<file path="src/rtl/mcs_pkg.sv">
package mcs_pkg;

    // Half-cell pair {first, second} as sampled on two rising edges
    typedef enum logic [1:0] {
        SYM_SOF  = 2'b00,
        SYM_ZERO = 2'b01,
        SYM_ONE  = 2'b10,
        SYM_EOF  = 2'b11
    } sym_e;

    typedef enum logic [2:0] {
        RX_IDLE,
        RX_SOF2,
        RX_ADDR,
        RX_EOF,
        RX_STREAM,
        RX_QUIET
    } rx_state_e;

endpackage

</file>
<file path="src/rtl/mcs_frame_rx.sv">
module mcs_frame_rx
    import mcs_pkg::*;
#(
    parameter int CH_W          = 4,
    parameter int MOD_W         = 4,
    parameter int STREAM_HALVES = 16
) (
    input  logic             clk,
    input  logic             rst_n,
    input  logic             dl_in,
    input  logic             hold,
    input  logic [MOD_W-1:0] mod_addr,
    output logic [CH_W-1:0]  chan_sel,
    output logic             chan_valid,
    output logic             frame_err,
    output logic             rx_idle
);

    localparam int ADDR_W = CH_W + MOD_W;
    localparam int BCNT_W = $clog2(ADDR_W);
    localparam int SCNT_W = (STREAM_HALVES > 1) ? $clog2(STREAM_HALVES) : 1;
    localparam logic [BCNT_W-1:0] BIT_LAST  = BCNT_W'(ADDR_W - 1);
    localparam logic [SCNT_W-1:0] HALF_LAST = SCNT_W'(STREAM_HALVES - 1);

    typedef struct packed {
        rx_state_e          state;
        logic               half;
        logic               first;
        logic [ADDR_W-1:0]  shreg;
        logic [BCNT_W-1:0]  bcnt;
        logic [SCNT_W-1:0]  scnt;
        logic [CH_W-1:0]    chan;
        logic               err;
    } rx_t;

    rx_t rx_d, rx_q;
    sym_e sym;

    always_comb begin
        rx_d     = rx_q;
        rx_d.err = 1'b0;
        sym      = sym_e'({rx_q.first, dl_in});
        case (rx_q.state)
            RX_IDLE: begin
                if (!hold && !dl_in) rx_d.state = RX_SOF2;
            end
            RX_SOF2: begin
                if (hold) begin
                    rx_d.state = RX_IDLE;
                end else if (!dl_in) begin
                    rx_d.state = RX_ADDR;
                    rx_d.half  = 1'b0;
                    rx_d.bcnt  = '0;
                end else begin
                    rx_d.err   = 1'b1;
                    rx_d.state = RX_IDLE;
                end
            end
            RX_ADDR: begin
                if (hold) begin
                    rx_d.state = RX_IDLE;
                end else if (!rx_q.half) begin
                    rx_d.first = dl_in;
                    rx_d.half  = 1'b1;
                end else begin
                    rx_d.half = 1'b0;
                    if (sym == SYM_ONE || sym == SYM_ZERO) begin
                        rx_d.shreg = {rx_q.shreg[ADDR_W-2:0], (sym == SYM_ONE)};
                        rx_d.bcnt  = rx_q.bcnt + 1'b1;
                        if (rx_q.bcnt == BIT_LAST) rx_d.state = RX_EOF;
                    end else begin
                        rx_d.err   = 1'b1;
                        rx_d.state = RX_IDLE;
                    end
                end
            end
            RX_EOF: begin
                if (hold) begin
                    rx_d.state = RX_IDLE;
                end else if (!rx_q.half) begin
                    rx_d.first = dl_in;
                    rx_d.half  = 1'b1;
                end else begin
                    rx_d.half = 1'b0;
                    rx_d.scnt = '0;
                    if (sym == SYM_EOF) begin
                        if (rx_q.shreg[MOD_W-1:0] == mod_addr) begin
                            rx_d.state = RX_STREAM;
                            rx_d.chan  = rx_q.shreg[ADDR_W-1 -: CH_W];
                        end else begin
                            rx_d.state = RX_QUIET;
                        end
                    end else begin
                        rx_d.err   = 1'b1;
                        rx_d.state = RX_IDLE;
                    end
                end
            end
            RX_STREAM, RX_QUIET: begin
                if (rx_q.scnt == HALF_LAST) rx_d.state = RX_IDLE;
                else                        rx_d.scnt  = rx_q.scnt + 1'b1;
            end
            default: rx_d.state = RX_IDLE;
        endcase
    end

    always_ff @(posedge clk or negedge rst_n) begin
        if (!rst_n) begin
            rx_q       <= '0;
            rx_q.state <= RX_IDLE;
        end else begin
            rx_q <= rx_d;
        end
    end

    assign chan_sel   = rx_q.chan;
    assign chan_valid = (rx_q.state == RX_STREAM);
    assign frame_err  = rx_q.err;
    assign rx_idle    = (rx_q.state == RX_IDLE);

endmodule

</file>
<file path="src/rtl/mcs_req_tx.sv">
module mcs_req_tx #(
    parameter int IRQ_HALVES = 4,
    parameter int SRQ_HALVES = 2
) (
    input  logic clk,
    input  logic rst_n,
    input  logic irq_req,
    input  logic irq_en,
    input  logic srq_req,
    input  logic bus_idle,
    output logic busy,
    output logic is_irq
);

    localparam int MAX_H = (IRQ_HALVES > SRQ_HALVES) ? IRQ_HALVES : SRQ_HALVES;
    localparam int CNT_W = $clog2(MAX_H) + 1;
    localparam logic [CNT_W-1:0] IRQ_LAST = CNT_W'(IRQ_HALVES - 1);
    localparam logic [CNT_W-1:0] SRQ_LAST = CNT_W'(SRQ_HALVES - 1);

    typedef struct packed {
        logic             irq_pend;
        logic             srq_pend;
        logic             busy;
        logic             is_irq;
        logic [CNT_W-1:0] cnt;
    } tx_t;

    tx_t tx_d, tx_q;

    always_comb begin
        tx_d = tx_q;
        if (irq_req && irq_en) tx_d.irq_pend = 1'b1;
        if (srq_req)           tx_d.srq_pend = 1'b1;
        if (tx_q.busy) begin
            if (tx_q.cnt == '0) tx_d.busy = 1'b0;
            else                tx_d.cnt  = tx_q.cnt - 1'b1;
        end else if (tx_q.irq_pend) begin
            tx_d.busy     = 1'b1;
            tx_d.is_irq   = 1'b1;
            tx_d.cnt      = IRQ_LAST;
            tx_d.irq_pend = irq_req && irq_en;
        end else if (tx_q.srq_pend && bus_idle) begin
            tx_d.busy     = 1'b1;
            tx_d.is_irq   = 1'b0;
            tx_d.cnt      = SRQ_LAST;
            tx_d.srq_pend = srq_req;
        end
    end

    always_ff @(posedge clk or negedge rst_n) begin
        if (!rst_n) tx_q <= '0;
        else        tx_q <= tx_d;
    end

    assign busy   = tx_q.busy;
    assign is_irq = tx_q.is_irq;

endmodule

</file>
<file path="src/rtl/mcs_chan_mux.sv">
module mcs_chan_mux #(
    parameter int N_CH = 16,
    parameter int CH_W = 4
) (
    input  logic [N_CH-1:0] freq_in,
    input  logic [CH_W-1:0] sel,
    output logic            freq_out
);

    logic [N_CH-1:0] hit;

    for (genvar g = 0; g < N_CH; g++) begin : g_tap
        assign hit[g] = freq_in[g] && (sel == CH_W'(g));
    end

    assign freq_out = |hit;

endmodule

</file>
<file path="src/rtl/mcs_sensor_slave.sv">
module mcs_sensor_slave #(
    parameter int N_CH          = 16,
    parameter int MOD_W         = 4,
    parameter int STREAM_HALVES = 16,
    parameter int IRQ_HALVES    = 4,
    parameter int SRQ_HALVES    = 2
) (
    input  logic                    clk,
    input  logic                    rst_n,
    input  logic                    dl_in,
    input  logic [MOD_W-1:0]        mod_addr,
    input  logic [N_CH-1:0]         freq_in,
    input  logic                    irq_req,
    input  logic                    irq_en,
    input  logic                    srq_req,
    output logic                    dl_oe,
    output logic [$clog2(N_CH)-1:0] chan_sel,
    output logic                    chan_valid,
    output logic                    frame_err
);

    localparam int CH_W = $clog2(N_CH);

    logic tx_busy;
    logic tx_is_irq;
    logic rx_idle;
    logic freq_bit;

    mcs_frame_rx #(
        .CH_W          (CH_W),
        .MOD_W         (MOD_W),
        .STREAM_HALVES (STREAM_HALVES)
    ) u_rx (
        .clk        (clk),
        .rst_n      (rst_n),
        .dl_in      (dl_in),
        .hold       (tx_busy),
        .mod_addr   (mod_addr),
        .chan_sel   (chan_sel),
        .chan_valid (chan_valid),
        .frame_err  (frame_err),
        .rx_idle    (rx_idle)
    );

    mcs_req_tx #(
        .IRQ_HALVES (IRQ_HALVES),
        .SRQ_HALVES (SRQ_HALVES)
    ) u_tx (
        .clk      (clk),
        .rst_n    (rst_n),
        .irq_req  (irq_req),
        .irq_en   (irq_en),
        .srq_req  (srq_req),
        .bus_idle (rx_idle && dl_in),
        .busy     (tx_busy),
        .is_irq   (tx_is_irq)
    );

    mcs_chan_mux #(
        .N_CH (N_CH),
        .CH_W (CH_W)
    ) u_mux (
        .freq_in  (freq_in),
        .sel      (chan_sel),
        .freq_out (freq_bit)
    );

    // Open-drain: pull low for a request, or when the routed channel is low
    assign dl_oe = tx_busy || (chan_valid && !freq_bit);

endmodule

</file>
<file path="config.mk">
export PLATFORM = sky130hd
export DESIGN_NAME = mcs_sensor_slave
export DESIGN_NICKNAME = d
export VERILOG_FILES = /design/src/rtl/mcs_pkg.sv /design/src/rtl/mcs_frame_rx.sv /design/src/rtl/mcs_req_tx.sv /design/src/rtl/mcs_chan_mux.sv /design/src/rtl/mcs_sensor_slave.sv
export SDC_FILE = /design/constraint.sdc
export NUM_CORES = 1
export LEC_CHECK = 0
export ABC_AREA = 1
export CORE_AREA = 2 2 64 66
export CTS_BUF_LIST = sky130_fd_sc_hd__clkbuf_4 sky130_fd_sc_hd__clkbuf_8
export DETAILED_ROUTE_END_ITERATION = 10
export DIE_AREA = 0 0 66 68
export GPL_TIMING_DRIVEN = 0
export PLACE_DENSITY = 0.76
export SYNTH_ARGS = -nofsm -noshare
export SYNTH_HDL_FRONTEND = slang
export SYNTH_SLANG_ARGS = --single-unit
</file>
<file path="constraint.sdc">
create_clock -name clk -period 3.1 [get_ports clk]
set_input_delay 0.465 -clock clk [delete_from_list [all_inputs] [get_ports clk]]
set_output_delay 0.465 -clock clk [all_outputs]
set_load 0.03 [all_outputs]
</file>
After elaboration in Yosys (flattened, before gate mapping)
Index checks and enable logic that the tools add are counted.
{ "op_classes": {"n_bitwise": 1, "reduce_logical": 44, "n_addsub": 3, "n_eq_ne": 40, "mux": 50} }
{ "op_table": {"columns": ["op", "n"], "rows": [
  ["$mux W3", 14],
  ["$eq A4 B4 Y1 const B", 9],
  ["$mux W11", 2],
  ["$logic_and A1 B1 Y1", 21],
  ["$mux W9", 2],
  ["$mux W1", 17],
  ["$eq A4 B3 Y1 const B", 4],
  ["$reduce_or A16 Y1", 1],
  ["$pmux W3 S5", 1],
  ["$reduce_and A5 Y1", 3],
  ["$mux W13", 1],
  ["$mux W4", 3],
  ["$ne A2 B2 Y1 const B", 6],
  ["$ne A2 B1 Y1 const B", 5],
  ["$eq A3 B3 Y1 const B", 3],
  ["$eq A4 B2 Y1 const B", 2],
  ["$pmux W4 S2", 1],
  ["$reduce_and A4 Y1", 2],
  ["$eq A3 B2 Y1 const B", 2],
  ["$logic_not A3 Y1", 2],
  ["$mux W2", 3],
  ["$mux W6", 1],
  ["$ne A3 B1 Y1 const B", 2],
  ["$pmux W1 S3", 2],
  ["22 further kinds", 29]
]} }
{ "word_totals": {"regBits": 31, "in_bits": 26, "word_cells": 150, "out_inout_bits": 7} }

Longest topological paths before layout
{ "depth": {"word_depth": 6, "mapped_depth": 9, "mapped_depth_nobuf": 9} }

Cells and area by module
From an unflattened synthesis, not the netlist that was laid out.
{ "hier_totals": {"cells_unflattened": 264, "hier_area_um2": 1950.6} }
{ "modules_own_cells": {"columns": ["mod", "area_per_inst_um2", "seq_area_each_um2", "n_inst", "cells_each"], "rows": [
  ["mcs_frame_rx", 1381.3, 625.6, 1, 169],
  ["mcs_req_tx", 340.3, 175.2, 1, 43],
  ["mcs_chan_mux", 206.4, 0.0, 1, 46],
  ["mcs_sensor_slave", 22.5, 0.0, 1, 6]
]} }

Worst setup path before layout
OpenSTA, ideal clock, no wires.
{ "synth_timing": {"path_kind": "reg2out", "startpoint": "register u_rx.rx_q[23] (netlist name)", "endpoint": "output dl_oe", "arrival_ns": 1.365, "path_stages_with_launch": 6, "path_buffers": 0, "setup_slack_ns": 1.270, "t_required_ns": 2.635, "cell_sequence": "dfrtp_1 -> inv_1 -> nand2_1 -> nor2_1 -> nand3_1 -> nand2_1"} }
{ "synth_via": {"elab_chain_cells": 3} }
{ "synth_rtl": {"columns": ["element", "line", "source"], "rows": [
  ["start, declared", "mcs_frame_rx.sv:36", "rx_t rx_d, rx_q;"],
  ["start signal, assigned", "mcs_frame_rx.sv:112", "rx_q <= rx_d;"],
  ["$eq A3 B3 Y1", "mcs_frame_rx.sv:117", "assign chan_valid = (rx_q.state == RX_STREAM);"],
  ["named net chan_valid", "mcs_sensor_slave.sv:18", "output logic chan_valid,"],
  ["$logic_and A1 B1 Y1", "mcs_sensor_slave.sv:69", "assign dl_oe = tx_busy || (chan_valid && !freq_bit);"],
  ["$logic_or A1 B1 Y1", "mcs_sensor_slave.sv:69", null],
  ["end, declared", "mcs_sensor_slave.sv:16", "output logic dl_oe,"]
]} }
The timed path passes the listed nets, and every way through them passes these cells.

Worst setup path in the final report
{ "layout_timing": {"startpoint": "input freq_in[15]", "endpoint": "output dl_oe"} }
{ "layout_via": {"elab_chain_cells": 5} }
{ "layout_rtl": {"columns": ["element", "line", "source"], "rows": [
  ["start, declared", "mcs_sensor_slave.sv:12", "input logic [N_CH-1:0] freq_in,"],
  ["$logic_and A1 B1 Y1", "mcs_chan_mux.sv:13", "assign hit[g] = freq_in[g] && (sel == CH_W'(g));"],
  ["$reduce_or A16 Y1", "mcs_chan_mux.sv:16", "assign freq_out = |hit;"],
  ["$logic_not A1 Y1", "mcs_sensor_slave.sv:69", null],
  ["$logic_and A1 B1 Y1", "mcs_sensor_slave.sv:69", null],
  ["$logic_or A1 B1 Y1", "mcs_sensor_slave.sv:69", null]
]} }
No other way between the ends.

==> impl_results.md <==
- Cell count of the worst reg-to-reg path: 6
- Post-cts hold buffer count: 0
- Final worst setup slack: 0.574 ns
- Post-Synthesis Cells: 241
- Synth area leader: dfrtp_1
- Worst EP arrival: 2.06 ns
- Max-slew violations: 0
- Inserted Clock Buffers: 5
- Syn-to-layout area delta: 26.3%
- CTS Sinks: 31
- Crit Reg-Reg Startpoint: u_tx.tx_q[0]$_DFFE_PN0P_
- Fin Clk Skew: 0.00263 ns
- Min cycle time layout: 2.53 ns
- Clk Tree Root Cell: clkbuf_8
- Fillers: 355
- Worst-path fanout max: 1
- Slew headroom: 59.1%
- Bufs on Longest Clock Path: 2
- Routed WL: 3720 microns
- Power Dens Cells: 601 mW/mm^2
- ANT nets after route: 0
- FF+latch count, synth: 31
- Proportion of layout cells with a drive suffix above 1: 13.2%
- Post-Synth Adder-Cell Area: 4.73%
- Rows: 23
- CP required: 2.63 ns
- Avg WL per Cell: 11.3 microns
- R2r setup slk: 1.60 ns
- Most frequent cells in the layout: 61 x nand2_1, 32 x inv_1, 32 x clkdlybuf4s50_1, 31 x dfrtp_1, 30 x nand3_1
- Pre-CTS WS: 0.563 ns
- Status: complete, no violations
- Vias per cell: 4.86
- Crit end category: output pin
- Net total in the final layout: 314
- Clk Latency, worst-skew pair: 0.28 ns
- Die Y: 68 microns
- Antenna cells: 0
- PostCTS Resize Cnt: 0
- Post-CTS Repair Setup Buffers: 0
- Vias in the first global route: 1510
- Worst-Margin Slew: 0.611 ns
- Largest net degree at the start of global routing: 21
- Largest family of logic cells by synthesized area: simple AND/OR/NAND/NOR gates
- Cell area after synthesis: 0.00185 sq mm
- Placed cell count: 324
- Tot GR Track Use: 18.7%
- Fin cells: 330
- Final Core Density: 60.6%
- First-pass iteration count of the detailed router: 4
- Post-synthesis simple-gate area fraction: 31.3%
- Io pins: 33
- IR drop worst, VDD: 0.476 mV
- Synth Area per Inst: 7.68 sq um
- Leakage: 1.20 nW
- Antenna violations before repair: 0
- Max capacitance violation total: 0
- Post-synthesis mux area share: 0%
- CORE AREA: 0.00386 sq mm
- Port Buffer Count: 32
- Dpl hpwl: 2900 microns
- Sum Neg Setup Slack: 0 ns
- RSZ-0062 raised after global routing: no
- Ys Warns: 0
- Final setup violation count: 0
- Worst hold path stage count: 2
- Starting DRC count in detailed routing: 49
- Period utilization: 81.5%
- Global-route wire length before repair: 6330 microns
- Die width: 66 microns
- Syn Nets: 274
- Vias post-DR: 1604
- Die Footprint: 0.00449 sq mm
- Worst setup SP type: primary input
- Gpl congestion: 0.872
- Setup CP Type: primary input to output pin
- Worst hold start: u_rx.rx_q[19]$_DFFE_PN0P_
- Clock-pin slew of the registers on the worst-case setup and hold paths: 0.06 ns
- Global route overflow: 0
- Top cells by area, synth: dfrtp_1 42%, nand2_1 12%, nand3_1 8.1%
- Sequential share of the synthesized area: 41.9%
- Commonest non-fill, non-tap cell in the layout: nand2_1
- Critical path startpoint: freq_in[15]
- DP Area: 0.00226 sq mm
- Final hold vios: 0
- Starting Density: 48.0%
- Synth cell types: 24
- TritonCTS clock tree: yes
- H-tree depth: 2
- Fmax: 396 MHz
- Share of the synthesized area in the top cell type: 41.9%
- Design area: 0.00234 sq mm
- HP Class: register to register
- Post-synthesis compound-gate area fraction: 8.18%
- Remaining DRCs: 0
- Xor and xnor fraction of the mapped netlist area: 2.36%
layer usage:
layer	routed length [microns]	vias to the layer above	GRT usage (%)
met3	202	2	3.45
met2	1860	38	32.7
met5	0	-	0
li1	-	840	-
met1	1630	724	21.7
met4	28	0	10.7
synth_stat cells (all sizes together):
library cell / count
o221ai: 1
dfrtp: 31
nand3b: 2
or2: 2
nor2: 21
o22ai: 1
a21oi: 4
a21o: 1
nand3: 31
nand2: 67
xor2: 5
inv: 37
o21ai: 18
ha: 7
buf: 8
nand4: 5
critical path, stage by stage:
cell and delay, ns:
clkdlybuf4s50_1 0.40, nand3_1 0.08, nand2_1 0.05, nor2_1 0.13, nand2_1 0.06, nand3_1 0.08
nand3_1 0.07, nand2_1 0.06, clkdlybuf4s50_1 0.66
stage by stage:
stage	total power, mW	hold WS [ns]
CTS	1.42	0.479
global route	1.52	0.493
global placement	1.09	0.459
floorplan	0.951	0.169
detailed placement	1.13	0.464
finish	1.41	0.474
power by group:
part           switching (mW)  leakage, nW  internal (mW)
registers              0.0702        0.379          0.494
clock network           0.130       0.0406          0.158
logic                   0.335        0.784          0.219
registers in the layout, summed over array words and instances (netlist names):
| register | count |
|---|---|
| u_rx.rx_q | 20 |
| u_tx.tx_q | 5 |
| u_rx.chan_sel | 4 |
| u_rx.frame_err | 1 |
| u_tx.busy | 1 |
layout make-up:
cell class	count	area [sq um]	share of cell area, %
buffer	8	75.1	3.21
clock buffer	6	76.3	3.26
inverter	37	139	5.94
multi-input combinational	165	862	36.9
sequential	31	776	33.2
tap	50	62.6	2.68
timing repair buffer	33	348	14.9
cell families after synthesis:
family	after synthesis
adders and majority gates	7
DFF	31
and+or+nand+nor	128
AOI/OAI and AO/OA	25
xor gates and xnor gates	5
buffers and inverters	45
final timing paths:
kind / end
max: dl_oe
min: u_rx.rx_q[19]$_DFFE_PN0P_
max reg2reg: u_tx.tx_q[2]$_DFFE_PN0P_
min reg2reg: u_rx.rx_q[19]$_DFFE_PN0P_
max in group asynchronous: u_rx.rx_q[9]$_DFFE_PN0P_
min in group asynchronous: u_rx.rx_q[7]$_DFFE_PN0P_
No activity file was read; power rests on OpenSTA's default activity.
